==> src/rtl/tmr_pkg.sv <==
package tmr_pkg;
   localparam int ADDR_W = 6;
   localparam logic [2:0] OFS_CTRL = 3'd0;
   localparam logic [2:0] OFS_CMD  = 3'd1;
   localparam logic [2:0] OFS_CNT  = 3'd2;
   localparam logic [2:0] OFS_DUTY = 3'd3;
   localparam logic [2:0] OFS_PER  = 3'd4;
   localparam logic [2:0] OFS_CAP  = 3'd5;
   localparam logic [2:0] OFS_STAT = 3'd6;
   localparam logic [2:0] OFS_IE   = 3'd7;

   typedef struct packed {
      logic [1:0] cap_edge;
      logic       wave;
      logic [2:0] clk_sel;
   } ch_cfg_t;
endpackage

==> src/rtl/tmr_clksel.sv <==
module tmr_clksel #(
   parameter int NINT = 5,
   parameter int NXC  = 3
) (
   input  logic            clk,
   input  logic            rst_n,
   input  logic [NINT-1:0] int_tick,
   input  logic [NXC-1:0]  xc,
   input  logic [2:0]      sel,
   output logic            tick
);
   localparam int NSRC = NINT + NXC;
   logic [NSRC-1:0] srcs;
   logic            src, src_q;

   assign srcs = {xc, int_tick};
   assign src  = srcs[sel];

   always_ff @(posedge clk) begin
      if (!rst_n) src_q <= 1'b0;
      else        src_q <= src;
   end

   assign tick = src & ~src_q;
endmodule

==> src/rtl/tmr_channel.sv <==
module tmr_channel
   import tmr_pkg::*;
#(
   parameter int CW = 16
) (
   input  logic          clk,
   input  logic          rst_n,
   input  logic          tick,
   input  logic          cap_pin,
   input  logic          sync,
   input  logic          wr,
   input  logic          stat_rd,
   input  logic [2:0]    ofs,
   input  logic [CW-1:0] wdata,
   output logic [2:0]    clk_sel,
   output logic          out_a,
   output logic          irq,
   output logic [CW-1:0] cnt,
   output logic [CW-1:0] cap,
   output logic [2:0]    status,
   output logic [CW-1:0] rd_val
);
   ch_cfg_t       cfg;
   logic          en, cap_q;
   logic [CW-1:0] duty, period;
   logic [2:0]    ie;
   logic          wr_cmd, trig, step, per_hit, at_top, edge_hit;
   logic [CW-1:0] cnt_inc;
   logic [2:0]    ev;

   assign clk_sel  = cfg.clk_sel;
   assign wr_cmd   = wr && ofs == OFS_CMD;
   assign trig     = sync | (wr_cmd & wdata[2]);
   assign step     = en & tick & ~trig;
   assign per_hit  = cfg.wave && cnt == period;
   assign at_top   = &cnt;
   assign cnt_inc  = cnt + 1'b1;
   assign edge_hit = ~cfg.wave & en &
                     ((cfg.cap_edge[0] & cap_pin & ~cap_q) |
                      (cfg.cap_edge[1] & ~cap_pin & cap_q));
   assign ev       = {edge_hit, step & per_hit, step & at_top & ~per_hit};

   always_ff @(posedge clk) begin
      if (!rst_n) begin
         cfg    <= '0;
         en     <= 1'b0;
         duty   <= '0;
         period <= '0;
         ie     <= '0;
         cnt    <= '0;
         cap    <= '0;
         cap_q  <= 1'b0;
         status <= '0;
         out_a  <= 1'b0;
      end else begin
         cap_q <= cap_pin;
         if (wr && ofs == OFS_CTRL) cfg    <= ch_cfg_t'(wdata[5:0]);
         if (wr && ofs == OFS_DUTY) duty   <= wdata;
         if (wr && ofs == OFS_PER)  period <= wdata;
         if (wr && ofs == OFS_IE)   ie     <= wdata[2:0];
         en <= (en | (wr_cmd & wdata[0]) | trig) & ~(wr_cmd & wdata[1]);
         if (trig)                 cnt <= '0;
         else if (step && per_hit) cnt <= '0;
         else if (step)            cnt <= cnt_inc;
         if (edge_hit) cap <= cnt;
         status <= (status & ~{3{stat_rd}}) | ev;
         if (!cfg.wave)                    out_a <= 1'b0;
         else if (trig || (step && per_hit)) out_a <= 1'b1;
         else if (step && cnt_inc == duty)   out_a <= 1'b0;
      end
   end

   assign irq = |(status & ie);

   always_comb begin
      unique case (ofs)
         OFS_CTRL: rd_val = CW'(cfg);
         OFS_CMD:  rd_val = CW'(en);
         OFS_CNT:  rd_val = cnt;
         OFS_DUTY: rd_val = duty;
         OFS_PER:  rd_val = period;
         OFS_CAP:  rd_val = cap;
         OFS_STAT: rd_val = CW'(status);
         default:  rd_val = CW'(ie);
      endcase
   end
endmodule

==> src/rtl/tmr_block.sv <==
module tmr_block
   import tmr_pkg::*;
#(
   parameter int CW   = 16,
   parameter int NCH  = 3,
   parameter int NINT = 5
) (
   input  logic              clk,
   input  logic              rst_n,
   input  logic              bus_wr,
   input  logic              bus_rd,
   input  logic [ADDR_W-1:0] bus_addr,
   input  logic [CW-1:0]     bus_wdata,
   output logic [CW-1:0]     bus_rdata,
   input  logic [NINT-1:0]   int_clk,
   input  logic [NCH-1:0]    ext_clk,
   input  logic [NCH-1:0]    cap_in,
   output logic [NCH-1:0]    wave_out,
   output logic [NCH-1:0]    irq
);
   localparam int RW = 2 * NCH;

   if (NINT + NCH != 8) begin : g_bad_src
      $error("tmr_block: NINT + NCH must be 8");
   end
   if (NCH > 4 || CW < RW || CW < 8) begin : g_bad_size
      $error("tmr_block: NCH up to 4, CW at least 8");
   end

   logic                      blk_sel, blk_sync;
   logic [1:0]                ch_idx;
   logic [2:0]                ofs;
   logic [RW-1:0]             route;
   logic [NCH-1:0]            xc;
   logic [NCH-1:0][CW-1:0]    cnt_all, cap_all, rd_all;
   logic [NCH-1:0][2:0]       stat_all;
   logic [CW-1:0]             rd_mux;

   assign blk_sel  = bus_addr[5];
   assign ch_idx   = bus_addr[4:3];
   assign ofs      = bus_addr[2:0];
   assign blk_sync = bus_wr && blk_sel && ofs == 3'd0 && bus_wdata[0];

   always_ff @(posedge clk) begin
      if (!rst_n)                               route <= '0;
      else if (bus_wr && blk_sel && ofs == 3'd1) route <= bus_wdata[RW-1:0];
   end

   for (genvar k = 0; k < NCH; k++) begin : g_route
      always_comb begin
         unique case (route[2*k +: 2])
            2'd0:    xc[k] = ext_clk[k];
            2'd1:    xc[k] = wave_out[(k + NCH - 1) % NCH];
            default: xc[k] = 1'b0;
         endcase
      end
   end

   for (genvar i = 0; i < NCH; i++) begin : g_ch
      logic       tick, hit;
      logic [2:0] sel;
      assign hit = !blk_sel && ch_idx == 2'(i);

      tmr_clksel #(.NINT(NINT), .NXC(NCH)) u_sel (
         .clk(clk), .rst_n(rst_n), .int_tick(int_clk), .xc(xc),
         .sel(sel), .tick(tick));

      tmr_channel #(.CW(CW)) u_ch (
         .clk(clk), .rst_n(rst_n), .tick(tick), .cap_pin(cap_in[i]),
         .sync(blk_sync), .wr(bus_wr && hit),
         .stat_rd(bus_rd && hit && ofs == OFS_STAT), .ofs(ofs),
         .wdata(bus_wdata), .clk_sel(sel), .out_a(wave_out[i]),
         .irq(irq[i]), .cnt(cnt_all[i]), .cap(cap_all[i]),
         .status(stat_all[i]), .rd_val(rd_all[i]));
   end

   always_comb begin
      rd_mux = '0;
      if (blk_sel) begin
         if (ofs == 3'd1) rd_mux = CW'(route);
      end else begin
         for (int i = 0; i < NCH; i++)
            if (ch_idx == 2'(i)) rd_mux = rd_all[i];
      end
   end

   always_ff @(posedge clk) begin
      if (!rst_n)      bus_rdata <= '0;
      else if (bus_rd) bus_rdata <= rd_mux;
   end
endmodule


==> config.mk <==
export PLATFORM = sky130hd
export DESIGN_NAME = tmr_block
export DESIGN_NICKNAME = d
export VERILOG_FILES = /design/src/rtl/tmr_pkg.sv /design/src/rtl/tmr_clksel.sv /design/src/rtl/tmr_channel.sv /design/src/rtl/tmr_block.sv
export SDC_FILE = /design/constraint.sdc
export NUM_CORES = 1
export LEC_CHECK = 0
export ABC_AREA = 1
export BUFFER_PORTS_ARGS = -buffer_cell sky130_fd_sc_hd__buf_2
export CAP_MARGIN = 20
export CORE_ASPECT_RATIO = 1.5
export CORE_MARGIN = 3
export CORE_UTILIZATION = 42
export CTS_CLUSTER_SIZE = 30
export DETAILED_ROUTE_END_ITERATION = 8
export PLACE_DENSITY_LB_ADDON = 0.12
export SETUP_SLACK_MARGIN = 0.5
export SYNTH_ARGS = -nofsm -noshare
export SYNTH_HDL_FRONTEND = slang
export SYNTH_SLANG_ARGS = --single-unit
==> constraint.sdc <==
create_clock -name clk -period 3.76 [get_ports clk]
set_clock_uncertainty 0.05 [all_clocks]
set_input_delay 0 -clock clk [delete_from_list [all_inputs] [get_ports clk]]
set_output_delay 0 -clock clk [all_outputs]
set_load 0.05 [all_outputs]
==> flow_metrics.env <==
export IMPL_status="finished, final reports clean"
export IMPL_crit_fanout=8
export IMPL_fin_crit_sh_pct=73.80
export IMPL_setup_violations=0
export IMPL_grt_usage_pct=31.40
export IMPL_ant_nets=0
export IMPL_path_cells="inv_1 -> o22ai_1 -> a21oi_1 -> nand2_1 -> o21ai_0 -> nand3_1 -> a21oi_1 -> dlygate4sd3_1 -> nor2_1 -> dlygate4sd3_1"
export IMPL_crit_path_max_incr_delay_ns=0.59
export IMPL_yosysTopAreaCell="dfxtp_1"
export IMPL_die_height_um=230.2
export IMPL_fin_cells=2613
export IMPL_grt_pass1_wl_um=86730
export IMPL_ys_warn_count=0
export IMPL_setup_tns_ns=0
export IMPL_highest_layer="met4"
export IMPL_critPathKind="flop to flop"
export IMPL_drtIter0Drc=1281
export IMPL_total_power_mw=6.449
export IMPL_grt_max_degree=81
export IMPL_start_util_pct=42.85
export IMPL_drt_vias_per_instance=5.814
export IMPL_syn2layout_area_growth_pct=14.26
export IMPL_synthArstFlopShare_pct=0
export IMPL_rsz0062_at_grt="no"
export IMPL_syn_area_per_cell_um2=6.599
export IMPL_r2r_start="g_ch[0].u_ch.cnt[0]"
export IMPL_antenna_found_initial=1
export IMPL_gp_congestion=0.9970
export IMPL_wl_met3_um=3909
export IMPL_startpoint_type="flop"
export IMPL_wl_met2_um=28000
export IMPL_synthesis_nets=2172
export IMPL_cts_inserted_buffers=29
export IMPL_finalHoldViolCount=0
export IMPL_drc=0
export IMPL_min_from="bus_addr[4]"
export IMPL_wirelength_um=58350
export IMPL_path_clk_slew_ns=0.07
export IMPL_drive_above_1_share_pct=7.832
export IMPL_hp_class="primary input to flop"
export IMPL_cts_setup_buffers=0
export IMPL_io_pin_count=59
export IMPL_synth_enable_flop_cells=0
export IMPL_overflow=0
export IMPL_powerDensity_nw_per_um2=401.1
export IMPL_drv_slew=0
export IMPL_total_leakage_power_nw=6.066
export IMPL_die_w_um=155.4
export IMPL_clk_path_buf_depth=3
export IMPL_dr_pass1_iters=6
export IMPL_synthFlopType="dfxtp_1"
export IMPL_finalNetCount=2214
export IMPL_synth_area_um2=14070
export IMPL_cts_tree="yes"
export IMPL_required_ns=4.16
export IMPL_min_period_ns=2.775
export IMPL_vias=15190
export IMPL_cp_top_family="buffers and inverters"
export IMPL_tightest_slew_ns=1.018
export IMPL_place_inst=2519
export IMPL_synth_cell_types=50
export IMPL_htreeDepth=1
export IMPL_drt_met1_wl_um=22270
export IMPL_relSlewSlack_pct=32.04
export IMPL_port_buffers=58
export IMPL_ys_top_cells_by_area="dfxtp_1, nand2_1, a21oi_1"
export IMPL_wl_per_cell_um=22.33
export IMPL_cp_data_arrival_time_ns=3.17
export IMPL_core_area_um2=32840
export IMPL_dieArea_um2=35780
export IMPL_reg2reg_slack_ns=0.99
export IMPL_post_dp_hpwl_um=42550
export IMPL_synth_seq_cells=262
export IMPL_ys_seq_area_share_pct=37.28
export IMPL_slowest_stage="dlygate4sd3_1"
export IMPL_max_cap_viol_count=0
export IMPL_crit_path_start="g_ch[0].u_ch.cnt[0]"
export IMPL_insertion_delay_ns=0.57
export IMPL_synth_top_area_share_pct=37.28
export IMPL_clock_sink_count=262
export IMPL_crit_path_end_kind="flop"
export IMPL_worstPathBufferInverterCount=3
export IMPL_syn_inst=2132
export IMPL_clockRootBuffer="clkbuf_16"
export IMPL_rows=81
export IMPL_grt_pass1_vias=14370
export IMPL_ir_worst_vdd_uv=308.0
export IMPL_fmax_mhz=360.4
==> Yosys cell counts, types with 8 or more instances <==
cell type	number
nand2_1	438
dfxtp_1	262
a21oi_1	257
o21ai_0	247
inv_1	218
nor2_1	213
nand3_1	145
clkbuf_1	83
o22ai_1	39
nand4_1	27
nor3_1	18
xor2_1	17
a221oi_1	15
o211ai_1	12
a21oi_2	10
a31oi_1	9
buf_2	8
buf_4	8
nand3b_1	8
==> worst reg2reg max path, delay by kind of cell (launching register included) <==
kind | cells | cell delay (ns)
and+or+nand+nor | 3 | 0.20
AOI/OAI and AO/OA | 4 | 0.64
DFF | 1 | 0.40
buffers and inverters | 3 | 1.38
==> area by class of cell <==
| type | instances | area, um^2 |
|---|---|---|
| Fill cell | 3429 | 16760 |
| Multi-Input combinational cell | 1534 | 7506 |
| Sequential cell | 262 | 5245 |
| Timing Repair Buffer | 118 | 865.8 |
| Inverter | 229 | 864.6 |
| Clock buffer | 35 | 808.3 |
| Tap cell | 415 | 519.2 |
| Clock inverter | 18 | 261.5 |
| Antenna cell | 2 | 5.005 |
==> cell usage in the layout, fill, tap and decap left out, types with 15 or more instances in the layout <==
| master | netlist | routed |
|---|---|---|
| a221oi_1 | 15 | 15 |
| nor2_1 | 213 | 212 |
| dlygate4sd3_1 | 0 | 39 |
| clkbuf_16 | 0 | 29 |
| o21ai_0 | 247 | 247 |
| nor3_1 | 18 | 18 |
| inv_1 | 218 | 218 |
| o22ai_1 | 39 | 39 |
| xor2_1 | 17 | 17 |
| nand3_1 | 145 | 145 |
| buf_4 | 8 | 20 |
| buf_2 | 8 | 57 |
| a21oi_1 | 257 | 257 |
| nand2_1 | 438 | 438 |
| nand4_1 | 27 | 27 |
| dfxtp_1 | 262 | 262 |
==> registers in the layout (all words and copies together), names as in the netlist <==
signal             cells
g_ch.u_ch.cap_q        3
bus_rdata             16
g_ch.u_ch.out_a        3
g_ch.u_ch.clk_sel      9
g_ch.u_ch.cap         48
g_ch.u_ch.period      48
g_ch.u_ch.cnt         48
g_ch.u_sel.src_q       3
route                  6
g_ch.u_ch.cfg          9
g_ch.u_ch.status       9
g_ch.u_ch.en           3
g_ch.u_ch.ie           9
g_ch.u_ch.duty        48
==> cell families after synthesis <==
kind of cell	after synthesis	share of synthesized area, %
adders and majority gates	3	0.2668
buffers and inverters	336	9.391
and+or+nand+nor	879	26.46
xor gates and xnor gates	29	2.392
DFF	262	37.28
AOI/OAI and AO/OA	623	24.22
==> path summary, 6_finish.rpt <==
kind,cells past startpoint,endpoint
max,10,bus_rdata[0]
min,4,bus_rdata[6]
max reg2reg,10,bus_rdata[0]
min reg2reg,2,g_ch[1].u_ch.status[2]
==> routing by layer <==
metal  GRT usage, %  vias up
met1          36.57     7098
met2          53.27      644
li1               -     7255
met4          19.60        0
met5              0        -
met3          5.046      195
==> through the flow <==
step / utilization [%] / setup WS (ns) / hold WS [ns] / area [um^2]
after CTS: 48.94 / 1.010 / 0.04217 / 16070
after global placement: 44.49 / 1.206 / 0.1642 / 14610
after global routing: 48.94 / 0.8046 / 0.09943 / 16070
after detailed placement: 44.49 / 1.106 / 0.1691 / 14610
after floorplan: - / 1.642 / 0.04763 / 14070
final: 48.96 / 0.9851 / 0.08150 / 16080
==> power by group <==
group          internal, mW  switching [mW]
logic                 0.115           0.310
registers              2.80          0.0202
clock network          1.94            1.26
total                  4.86            1.59
==> timing repair <==
action | in CTS | in global routing
endpoints found under the hold margin | 157 | 0
gates resized for setup | 0 | 0
hold buffers | 39 | 0
No activity file was read; power rests on OpenSTA's default activity.
